`src/rtl/baud_gen_pkg.sv`:
```
// Package: shared definitions for the baud clock divider.
// Assumes: the divisor width is a whole number of register bytes.
package baud_gen_pkg;

    // Output phase that the shaper drives in the next cycle.
    typedef enum logic [1:0] {
        PH_STOP   = 2'd0,   // divisor 0: output parked high, no tick
        PH_BYPASS = 2'd1,   // divisor 1: reference passed straight through
        PH_LOW    = 2'd2,   // low phase at the start of a period
        PH_HIGH   = 2'd3    // remaining high phase of a period
    } phase_e;

    // Default register byte width.
    localparam int unsigned BYTE_W_DEF = 8;

endpackage

```
`src/rtl/baud_divreg.sv`:
```
// Module: baud_divreg
// Holds the programmed divisor as a set of byte-wide registers written
// through a simple strobe/select/data port.
// Assumes: DIV_W is a multiple of BYTE_W; the select value picks byte
// index (0 = least significant). Writes to unused select values are ignored.
module baud_divreg #(
    parameter int unsigned DIV_W  = 16,
    parameter int unsigned BYTE_W = 8,
    localparam int unsigned NBYTE = DIV_W / BYTE_W,
    localparam int unsigned SEL_W = (NBYTE > 1) ? $clog2(NBYTE) : 1
) (
    input  logic              clk,
    input  logic              rst_n,
    input  logic              wr_en,
    input  logic [SEL_W-1:0]  wr_sel,
    input  logic [BYTE_W-1:0] wr_data,
    output logic [DIV_W-1:0]  div_value
);

    logic [BYTE_W-1:0] byte_q [NBYTE];

    genvar gi;
    generate
        for (gi = 0; gi < NBYTE; gi++) begin : g_byte
            // Store one divisor byte when it is selected.
            always_ff @(posedge clk) begin
                if (!rst_n) begin
                    byte_q[gi] <= '0;
                end else if (wr_en && (wr_sel == SEL_W'(gi))) begin
                    byte_q[gi] <= wr_data;
                end
            end
            assign div_value[gi*BYTE_W +: BYTE_W] = byte_q[gi];
        end
    endgenerate

endmodule

```
`src/rtl/baud_counter.sv`:
```
// Module: baud_counter
// Keeps the divisor in force for the running period and the position
// inside that period. The programmed divisor is sampled only at a period
// boundary, or on any cycle while the generator is stopped.
// Assumes: position runs 0 .. active-1; exports next-state values so the
// shaper can register its outputs in step with the counter.
module baud_counter #(
    parameter int unsigned DIV_W = 16
) (
    input  logic             clk,
    input  logic             rst_n,
    input  logic [DIV_W-1:0] div_value,
    output logic [DIV_W-1:0] act_div,
    output logic [DIV_W-1:0] pos,
    output logic [DIV_W-1:0] nxt_div,
    output logic [DIV_W-1:0] nxt_pos
);

    localparam logic [DIV_W-1:0] ZERO = '0;
    localparam logic [DIV_W-1:0] ONE  = DIV_W'(1);

    logic stopped;
    logic last_cycle;
    logic boundary;

    // Find the end of the running period or the stopped state.
    always_comb begin
        stopped    = (act_div == ZERO);
        last_cycle = !stopped && (pos == (act_div - ONE));
        boundary   = stopped || last_cycle;
    end

    // Choose the divisor and position for the next cycle.
    always_comb begin
        if (boundary) begin
            nxt_div = div_value;
            nxt_pos = ZERO;
        end else begin
            nxt_div = act_div;
            nxt_pos = pos + ONE;
        end
    end

    // Advance the active divisor and position registers.
    always_ff @(posedge clk) begin
        if (!rst_n) begin
            act_div <= ZERO;
            pos     <= ZERO;
        end else begin
            act_div <= nxt_div;
            pos     <= nxt_pos;
        end
    end

endmodule

```
`src/rtl/baud_shaper.sv`:
```
// Module: baud_shaper
// Turns the counter's next divisor and position into a registered output
// level and a registered start-of-period tick.
// Assumes: divisors above 3 use a LOW_CYCLES low phase; 2 and 3 use a
// one-cycle low phase; 1 is bypassed at the top; 0 parks the output high.
module baud_shaper
    import baud_gen_pkg::*;
#(
    parameter int unsigned DIV_W      = 16,
    parameter int unsigned LOW_CYCLES = 2
) (
    input  logic             clk,
    input  logic             rst_n,
    input  logic [DIV_W-1:0] nxt_div,
    input  logic [DIV_W-1:0] nxt_pos,
    output logic             shaped_q,
    output logic             tick_q
);

    localparam logic [DIV_W-1:0] LONG_LOW  = DIV_W'(LOW_CYCLES);
    localparam logic [DIV_W-1:0] SHORT_LOW = DIV_W'(1);
    localparam logic [DIV_W-1:0] SHORT_MAX = DIV_W'(3);

    phase_e           phase;
    logic [DIV_W-1:0] low_len;

    // Pick the low-phase length for the divisor in force next cycle.
    always_comb begin
        low_len = (nxt_div > SHORT_MAX) ? LONG_LOW : SHORT_LOW;
    end

    // Classify the next cycle into an output phase.
    always_comb begin
        if (nxt_div == '0) begin
            phase = PH_STOP;
        end else if (nxt_div == DIV_W'(1)) begin
            phase = PH_BYPASS;
        end else if (nxt_pos < low_len) begin
            phase = PH_LOW;
        end else begin
            phase = PH_HIGH;
        end
    end

    // Register the output level and the start-of-period tick.
    always_ff @(posedge clk) begin
        if (!rst_n) begin
            shaped_q <= 1'b1;
            tick_q   <= 1'b0;
        end else begin
            shaped_q <= (phase != PH_LOW);
            tick_q   <= (phase != PH_STOP) && (nxt_pos == '0);
        end
    end

endmodule

```
`src/rtl/baud_gen.sv`:
```
// Module: baud_gen
// Programmable baud clock divider: byte-written divisor, boundary reload,
// divided output and a one-cycle tick per output period.
// Assumes: clk is the reference clock; a divisor of 1 routes clk itself
// to baud_out, so consumers must treat baud_out as a clock in that case.
module baud_gen #(
    parameter int unsigned DIV_W      = 16,
    parameter int unsigned BYTE_W     = baud_gen_pkg::BYTE_W_DEF,
    parameter int unsigned LOW_CYCLES = 2,
    localparam int unsigned NBYTE     = DIV_W / BYTE_W,
    localparam int unsigned SEL_W     = (NBYTE > 1) ? $clog2(NBYTE) : 1
) (
    input  logic              clk,
    input  logic              rst_n,
    input  logic              wr_en,
    input  logic [SEL_W-1:0]  wr_sel,
    input  logic [BYTE_W-1:0] wr_data,
    output logic              baud_out,
    output logic              baud_tick
);

    logic [DIV_W-1:0] div_value;
    logic [DIV_W-1:0] act_div_q;
    logic [DIV_W-1:0] pos_q;
    logic [DIV_W-1:0] nxt_div;
    logic [DIV_W-1:0] nxt_pos;
    logic             shaped_q;
    logic             tick_q;
    logic             bypass;

    baud_divreg #(
        .DIV_W (DIV_W),
        .BYTE_W(BYTE_W)
    ) u_divreg (
        .clk      (clk),
        .rst_n    (rst_n),
        .wr_en    (wr_en),
        .wr_sel   (wr_sel),
        .wr_data  (wr_data),
        .div_value(div_value)
    );

    baud_counter #(
        .DIV_W(DIV_W)
    ) u_counter (
        .clk      (clk),
        .rst_n    (rst_n),
        .div_value(div_value),
        .act_div  (act_div_q),
        .pos      (pos_q),
        .nxt_div  (nxt_div),
        .nxt_pos  (nxt_pos)
    );

    baud_shaper #(
        .DIV_W     (DIV_W),
        .LOW_CYCLES(LOW_CYCLES)
    ) u_shaper (
        .clk     (clk),
        .rst_n   (rst_n),
        .nxt_div (nxt_div),
        .nxt_pos (nxt_pos),
        .shaped_q(shaped_q),
        .tick_q  (tick_q)
    );

    // Select the reference itself for divide-by-one, else the shaped level.
    always_comb begin
        bypass    = (act_div_q == DIV_W'(1));
        baud_out  = bypass ? clk : shaped_q;
        baud_tick = tick_q;
    end

endmodule

```
`config.mk`:
```
export PLATFORM = sky130hd
export DESIGN_NAME = baud_gen
export DESIGN_NICKNAME = d
export VERILOG_FILES = /design/src/rtl/baud_gen_pkg.sv /design/src/rtl/baud_divreg.sv /design/src/rtl/baud_counter.sv /design/src/rtl/baud_shaper.sv /design/src/rtl/baud_gen.sv
export SDC_FILE = /design/constraint.sdc
export NUM_CORES = 1
export LEC_CHECK = 0
export CAP_MARGIN = 30
export CORE_UTILIZATION = 60
export DETAILED_ROUTE_END_ITERATION = 10
export GPL_ROUTABILITY_DRIVEN = 1
export PLACE_DENSITY = 0.76
export SYNTH_ARGS = -nofsm -noshare
export SYNTH_HDL_FRONTEND = slang
export SYNTH_HIERARCHICAL = 1
export SYNTH_SLANG_ARGS = --single-unit
```
`constraint.sdc`:
```
create_clock -name clk -period 4.9 [get_ports clk]
set_input_delay 0.49 -clock clk [delete_from_list [all_inputs] [get_ports clk]]
set_output_delay 0.49 -clock clk [all_outputs]
set_load 0.02 [all_outputs]
```
==> flow_summary.ini, run 1 <==
[routing]
route.detailed.drc = 0
vias = 2535
wl_um = 7280
dr.pass1.iters = 5
viasPerCell = 6.23
first_iter_violations = 302
avgRoutedWirePerCell_um = 17.9
ant_nets = 0

[global_route]
antenna_found_initial = 0
grt-ovfl-total = 0
grt_max_degree = 31
grt_pass1_vias = 2240
grt_pass1_wl_um = 11800
grtUsageTotal_pct = 30.5

[sta]
whs_ns = 0.530
drv_slew = 0
setup_slack_ns = 0.273
skew_ns = 0.00415
report.final.hold_viol_count = 0
tightest_slew_ns = 0.986
tns_ns = 0
final.min_clock_period_ns = 4.63
fmax_mhz = 216
finalSetupViolations = 0
slew_headroom_pct = 34.1
rsz0062_at_grt = false
fin_crit_sh_pct = 94.4

[critical_path]
reg2reg_slack_ns = 0.27
path_class = register to register
worstRegToRegCells = 13
cp_max_fo = 12
worstPathRequired_ns = 5.19
crit_arrival_ns = 4.92
timing.rr.start = u_counter/act_div[0]
endpoint_kind = register
reg2reg_to = u_shaper/shaped_q
crit_path_start_kind = register

[placement]
portBuffers = 13
hpwl_um = 5190
placed_cell_area_um2 = 3160
dp_slack_ns = 0.275
place_inst = 397
place.gp.congestion = 0.929

[status]
outcome = finished clean

[synthesis]
yosys_warnings = 6
async_flop_share_pct = 0
yosys-top-cells-count = nor2_1 (40), nand2_1 (39), dfxtp_1 (34)
synth.avg_cell_area_um2 = 9.16
synth_edf_count = 16
yosysMostFrequentCell = nor2_1
synth_seq_cells = 50
ys_types = 54
synthTopCellsByArea = dfxtp_1 (23%), edfxtp_1 (16%), xnor2_1 (5.6%)
ys_seq_area_share_pct = 38.8
synth_top_area_share_pct = 22.7
synth_nets = 342
ys_dominant_reg_cell = dfxtp_1
syn_area_um2 = 3000
syn_inst = 327
netlist.top_cell.by_area = dfxtp_1

[floorplanning]
io_pins = 14
die_w_um = 72.7
initial_core_util_pct = 63.0
die_h_um = 72.7
core_area_um2 = 4750
num_rows = 25
fp.dieArea_um2 = 5280

[clock_tree]
cts_tree = done
clk_latency_ns = 0.41
path_clk_slew_ns = 0.09

[run]
drv_cap = 0

[finish]
fin_util_pct = 69.1
areaGrowthSynthToFinish_pct = 9.65
antenna-diode-count = 0
finalNonFillerCells = 407
final_layout_size_suffix_gt1_share_pct = 11.8
nets = 355
final_area_um2 = 3280

[pwr]
total_power_mw = 1.58
ir_drop_mv = 0.244
power_density_nw_per_um2 = 482
total_leakage_power_nw = 1.32

[hold_path]
hp-start = u_counter/act_div[1]
min_path_cells = 2
min_to = u_counter/act_div[1]
hp-class = register to register
## layer usage
metal | share of wire, % | GRT usage [%]
met2 | 43 | 43.9
met1 | 45 | 43.8
met3 | 9.2 | 9.81
met5 | 0 | 0
met4 | 2.5 | 8.71
## critical path, cell delays in order, from the launching register on
cell and delay, ns:
dfxtp_1 0.38, or4_1 0.67, or3_4 0.43, a2111oi_4 0.35, o2111ai_2 0.19, a2111o_1 0.49, nand2b_2 0.26, mux2_2 0.38
nor4_1 0.55, and4_1 0.28, ha_1 0.23, inv_1 0.07, a41o_1 0.12, nand4_1 0.10
## cells in the final DEF, fill, tap and decap left out, types with 9 or more instances in the layout
master,n
mux2_2,9
o21ai_0,10
nor2_1,40
and3_1,12
xor2_1,15
inv_1,9
clkdlybuf4s50_1,13
nand2_1,39
edfxtp_1,16
nor3_1,11
xnor2_1,19
dfxtp_1,34
mux2i_1,12
## report_power, final
part / leakage [nW] / total, mW / internal [mW] / switching (mW)
combinational: 0.811 / 0.721 / 0.305 / 0.416
clock: 0.0695 / 0.318 / 0.165 / 0.153
sequential: 0.439 / 0.544 / 0.475 / 0.0688
## cells by family (layout without fill, tap and decap cells)
| logic type | Yosys count | count (layout) | share of synthesized area, % |
|---|---|---|---|
| AND/OR/NAND/NOR | 160 | 160 | 28.4 |
| flip-flops | 50 | 50 | 38.8 |
| XOR/XNOR | 34 | 34 | 9.94 |
| AO/OA/AOI/OAI | 33 | 33 | 9.44 |
| buffers and inverters | 24 | 37 | 4.05 |
| multiplexers | 23 | 23 | 8.15 |
| adder cells (fa/ha/maj) | 3 | 3 | 1.25 |
## repair_timing
action | in CTS | in global routing
setup endpoints to repair | 0 | 1
buffers inserted | 0 | 0
hold buffers | 0 | 0
resized for setup | 0 | 1
## flip-flops by register name, summed over array words and instances (netlist names)
register / cells
u_shaper/shaped_q: 1
u_shaper/tick_q: 1
u_counter/pos: 16
u_counter/act_div: 16
u_divreg/byte_q: 16
## how the worst max path moves through the flow
stage | from | endpoint | slack, ns
2_1_floorplan | u_counter/act_div[1] | u_shaper/shaped_q | 0.81
3_3_place_gp | u_counter/act_div[1] | u_shaper/shaped_q | 0.49
3_5_place_dp | u_counter/act_div[0] | u_shaper/shaped_q | 0.28
4_1_cts | u_counter/act_div[0] | u_shaper/shaped_q | 0.21
5_1_grt | u_counter/act_div[0] | u_shaper/shaped_q | 0.08
6_report | u_counter/act_div[0] | u_shaper/shaped_q | 0.27
## final cells by class
cell class,instances,area (um2)
Clock buffer,10,128
Clock inverter,1,7.51
Fill cell,397,1470
Inverter,9,33.8
Multi-Input combinational cell,253,1720
Sequential cell,50,1160
Tap cell,67,83.8
Timing Repair Buffer,17,155
Power figures use the tool's default switching activity.
==> run 2, diff against run 1 <==
--- a/config.mk
+++ b/config.mk
@@ -6,6 +6,7 @@
 export NUM_CORES = 1
 export LEC_CHECK = 0
 export CAP_MARGIN = 30
+export CORE_ASPECT_RATIO = 1.4
 export CORE_UTILIZATION = 60
 export DETAILED_ROUTE_END_ITERATION = 10
 export GPL_ROUTABILITY_DRIVEN = 1
==> run 2 against run 1 <==
Via count fell by 1.3%. Wire length fell by 3.1%. Maximum frequency rose by 0.11%. Global-route usage fell by 0.65 points. Clock power rose by 3%. First-iteration DRC count fell by 37%. Register-to-register slack barely moved. Design area rose by 0.19%. Non-clock buffer count rose by 1. Largest cell class unchanged. Highest routed layer unchanged.
==> flow_summary.ini, run 2 (synthesized netlist as in run 1, its figures left out) <==
[sta]
report.final.hold_viol_count = 0
tns_ns = 0
final.min_clock_period_ns = 4.62
skew_ns = 0.00763
fmax_mhz = 216
slew_headroom_pct = 32.5
finalSetupViolations = 0
fin_crit_sh_pct = 94.3
rsz0062_at_grt = false
tightest_slew_ns = 1.01
drv_slew = 0

[hold_path]
hp-class = register to register
min_path_cells = 2

[floorplanning]
fp.dieArea_um2 = 5280
initial_core_util_pct = 62.3
core_area_um2 = 4800
die_h_um = 85.6
num_rows = 30
io_pins = 14
die_w_um = 61.7

[critical_path]
worstPathRequired_ns = 5.20
crit_arrival_ns = 4.92
cpMaxStageDelayCell = or4_1
worstRegToRegCells = 13
path_class = register to register
endpoint_kind = register
path_cells = or4_1 > or3_4 > a2111oi_4 > o2111ai_2 > a2111o_1 > nand2b_1 > mux2_2 > nor4_1 > and4_1 > ha_1 > inv_1 > a41o_1 > nand4_1
cp_max_fo = 11
crit_path_start_kind = register
slowest_delay_ns = 0.70

[routing]
wl_um = 7060
route.detailed.drc = 0
avgRoutedWirePerCell_um = 17.4
dr.pass1.iters = 4
ant_nets = 0
first_iter_violations = 189
viasPerCell = 6.16
vias = 2501

[placement]
placed_cell_area_um2 = 3160
portBuffers = 13
hpwl_um = 5250
place.gp.congestion = 0.857

[finish]
fillers = 415
nets = 356
final_layout_size_suffix_gt1_share_pct = 11.7
areaGrowthSynthToFinish_pct = 9.86
regArea_um2 = 1160
final_area_um2 = 3290
layout_common_cells = nor2_1 (40), nand2_1 (39), dfxtp_1 (34), xnor2_1 (19), edfxtp_1 (16)
antenna-diode-count = 0
reg_top3 = u_counter/act_div: 16 flops, u_counter/pos: 16 flops, u_divreg/byte_q: 16 flops
final_common_cell = nor2_1
multi_input_area_um2 = 1710

[clock_tree]
path_clk_slew_ns = 0.10
cts_tree = done
cts_setup_buffers = 0
holdBufCountCts = 0
cts_resized = 0
clk_latency_ns = 0.42

[pwr]
total_power_mw = 1.58
power_density_nw_per_um2 = 480
total_leakage_power_nw = 1.33
power_frac_seq_pct = 34.5
pwr-share-clk_pct = 20.6
switching_share_pct = 40.2
combPwrFrac_pct = 44.8
switching_power_mw = 0.635
ir_drop_mv = 0.288
cellInternalPower_mw = 0.944

[global_route]
grt.busiest_layer = met2
grt.met1_usage_pct = 31.0
grt_max_degree = 31
grt-ovfl-total = 0
antenna_found_initial = 0
grt_pass1_vias = 2480
met3_usage_pct = 8.75
grtUsageTotal_pct = 29.9
grt_pass1_wl_um = 11300
use_met2_pct = 50.7

[run]
drv_cap = 0

[status]
outcome = finished clean
run 2: worst paths after layout:
check | start | end | slack (ns)
max reg2reg | u_counter/act_div[1] | u_shaper/shaped_q | 0.28
min reg2reg | u_counter/act_div[1] | u_counter/act_div[1] | 0.53
min | u_counter/act_div[1] | u_counter/act_div[1] | 0.53
max | u_counter/act_div[1] | u_shaper/shaped_q | 0.28
run 2: routing by layer:
layer / vias up / share of wire [%]
met2: 90 / 53
met5: - / 0
met3: 30 / 4.9
met1: 1183 / 38
met4: 0 / 4.1
li1: 1198 / -
run 2: power groups by stage:
stage / clock network (mW) / registers [mW] / logic [mW]
3_5_place_dp: 0.0165 / 0.554 / 0.688
4_1_cts: 0.327 / 0.544 / 0.692
2_1_floorplan: 0.00903 / 0.523 / 0.584
6_report: 0.326 / 0.545 / 0.708
3_3_place_gp: 0.0165 / 0.551 / 0.671
5_1_grt: 0.349 / 0.550 / 0.764
run 2: per-stage QoR:
step	std cells	setup WS (ns)	hold WS [ns]	util, %
5_1_grt	406	0.00405	0.577	68.5
4_1_cts	406	0.300	0.535	68.5
6_report	406	0.278	0.533	68.5
3_3_place_gp	394	0.475	0.518	65.7
3_5_place_dp	395	0.323	0.516	65.8
2_1_floorplan	327	0.814	0.483	-
run 2: layout make-up:
class | instances | share of cell area (%)
clock buffer | 9 | 3.65
clock inverter | 3 | 0.608
inverter | 9 | 1.03
multi-input combinational | 253 | 52.1
sequential | 50 | 35.3
tap | 64 | 2.43
timing repair buffer | 18 | 4.94
run 2: critical path: cells and delay by family (launching register included):
kind | cells | cell delay [ns]
AO/OA/AOI/OAI | 4 | 1.11
flip-flops | 1 | 0.36
AND/OR/NAND/NOR | 6 | 2.36
multiplexers | 1 | 0.38
adder cells (fa/ha/maj) | 1 | 0.23
buffers and inverters | 1 | 0.05
==> run 3, diff against run 2 <==
--- a/config.mk
+++ b/config.mk
@@ -7,7 +7,9 @@
 export LEC_CHECK = 0
 export CAP_MARGIN = 30
 export CORE_ASPECT_RATIO = 1.4
+export CORE_MARGIN = 2
 export CORE_UTILIZATION = 60
+export CTS_CLUSTER_DIAMETER = 100
 export DETAILED_ROUTE_END_ITERATION = 10
 export GPL_ROUTABILITY_DRIVEN = 1
 export PLACE_DENSITY = 0.76
==> run 3 against run 2 <==
Worst setup slack improved by 0.058 ns. Sequential cell count did not move. Via count fell by 2.0%. Maximum frequency rose by 1.3%. Design area rose by 0.84%. Critical path depth did not move. Sequential power barely moved. Register-to-register slack improved by 0.06 ns. Clock power rose by 15%. Global-route usage fell by 2.9 points. Critical path type unchanged. Largest cell class unchanged. Highest routed layer unchanged.
==> flow_summary.ini, run 3 (synthesized netlist as in run 1, its figures left out) <==
[global_route]
grt-ovfl-total = 0
grt_max_degree = 31
grtUsageTotal_pct = 27.0
antenna_found_initial = 0
grt_pass1_wl_um = 11300
grt_pass1_vias = 2409

[critical_path]
slowest_delay_ns = 0.66
crit_family = simple AND/OR/NAND/NOR gates
critPathBufInv = 1
crit_path_start_kind = register
path_class = register to register
endpoint_kind = register
path_cells = or4_1 > or3_4 > a2111oi_4 > o2111ai_2 > a2111o_1 > nand2b_1 > mux2_2 > nor4_1 > and4_1 > ha_1 > inv_1 > a41o_1 > nand4_1
crit_arrival_ns = 4.85
worstPathRequired_ns = 5.18
cpMaxStageDelayCell = or4_1
cp_max_fo = 11

[routing]
route.detailed.drc = 0
first_iter_violations = 187
viasPerCell = 6.03
vias = 2450
dr.pass1.iters = 4
avgRoutedWirePerCell_um = 17.1
ant_nets = 0
wl_um = 6950

[sta]
finalSetupViolations = 0
final.min_clock_period_ns = 4.56
fmax_mhz = 219
tns_ns = 0
tightest_slew_ns = 1.02
report.final.hold_viol_count = 0
fin_crit_sh_pct = 93.2
drv_slew = 0
rsz0062_at_grt = false
slew_headroom_pct = 31.7
skew_ns = 0.00843

[floorplanning]
initial_core_util_pct = 61.9
die_w_um = 63.7
die_h_um = 87.6
core_area_um2 = 4840
io_pins = 14
num_rows = 30
fp.dieArea_um2 = 5580

[finish]
fillers = 383
antenna-diode-count = 0
layout_common_cells = nor2_1 (40), nand2_1 (39), dfxtp_1 (34), xnor2_1 (19), edfxtp_1 (16)
reg_top3 = u_counter/act_div: 16 flops, u_counter/pos: 16 flops, u_divreg/byte_q: 16 flops
nets = 356
final_layout_size_suffix_gt1_share_pct = 12.0
final_common_cell = nor2_1
areaGrowthSynthToFinish_pct = 10.8

[pwr]
ir_drop_mv = 0.290
total_leakage_power_nw = 1.34
power_density_nw_per_um2 = 490
total_power_mw = 1.62

[clock_tree]
path_clk_slew_ns = 0.09
holdBufCountCts = 0
cts_tree = done
clk_latency_ns = 0.41

[placement]
place.gp.congestion = 0.881
hpwl_um = 5120
portBuffers = 13

[hold_path]
hp-class = register to register

[status]
outcome = finished clean

[run]
drv_cap = 0
[run 3: changes by cell type in the layout (fill, tap and decap cells not counted), sizes merged]
cell,delta
bufinv,+1
clkbuf,+1
inv,-1
clkinv,-1
[run 3: area by class of cell]
cell class	instances	area (um2)	area share, %
clock buffer	10	124	3.73
clock inverter	2	37.5	1.13
inverter	9	33.8	1.02
multi-input combinational	253	1720	51.8
sequential	50	1160	35.0
tap	64	80.1	2.41
timing repair buffer	18	163	4.90
[run 3: routing by layer]
metal  part of all wire, %  track usage (%)  vias to the layer above
met1                    38             27.0                     1170
met5                     0                0                        -
met4                   2.9             14.8                        0
met3                   3.7             6.68                       19
li1                      -                -                     1188
met2                    55             50.9                       73
[run 3: worst paths after layout]
path	start	to	cells past startpoint	slack [ns]
max reg2reg	u_counter/act_div[2]	u_shaper/shaped_q	13	0.34
min reg2reg	u_counter/act_div[1]	u_counter/act_div[1]	2	0.53
min	u_counter/act_div[1]	u_counter/act_div[1]	2	0.53
max	u_counter/act_div[2]	u_shaper/shaped_q	13	0.34
[run 3: report_power, final]
group	total, mW	leakage (nW)	switching, mW	internal, mW
Sequential	0.548	0.439	0.0728	0.475
Combinational	0.702	0.818	0.392	0.310
Clock	0.375	0.0802	0.161	0.214
[run 3: tightest hold or removal path: cells and delay by family, from the launching register on]
kind          cells  cell delay [ns]
flops             1             0.36
mux               1             0.06
simple gates      1             0.07
[run 3: metrics by stage]
step / setup WS [ns] / std cells / hold WS, ns / utilization [%] / area [um2]
floorplan: 0.814 / 327 / 0.483 / - / 3000
global placement: 0.471 / 394 / 0.504 / 65.2 / 3160
detailed placement: 0.345 / 395 / 0.509 / 65.3 / 3160
CTS: 0.343 / 406 / 0.528 / 68.4 / 3310
global route: 0.0166 / 406 / 0.549 / 68.5 / 3320
finish: 0.335 / 406 / 0.530 / 68.5 / 3320
[run 3: what timing repair did]
action                                  in CTS  in global routing
endpoints found under the setup margin       0                  1
resized for setup                            0                  1
setup buffers                                0                  0
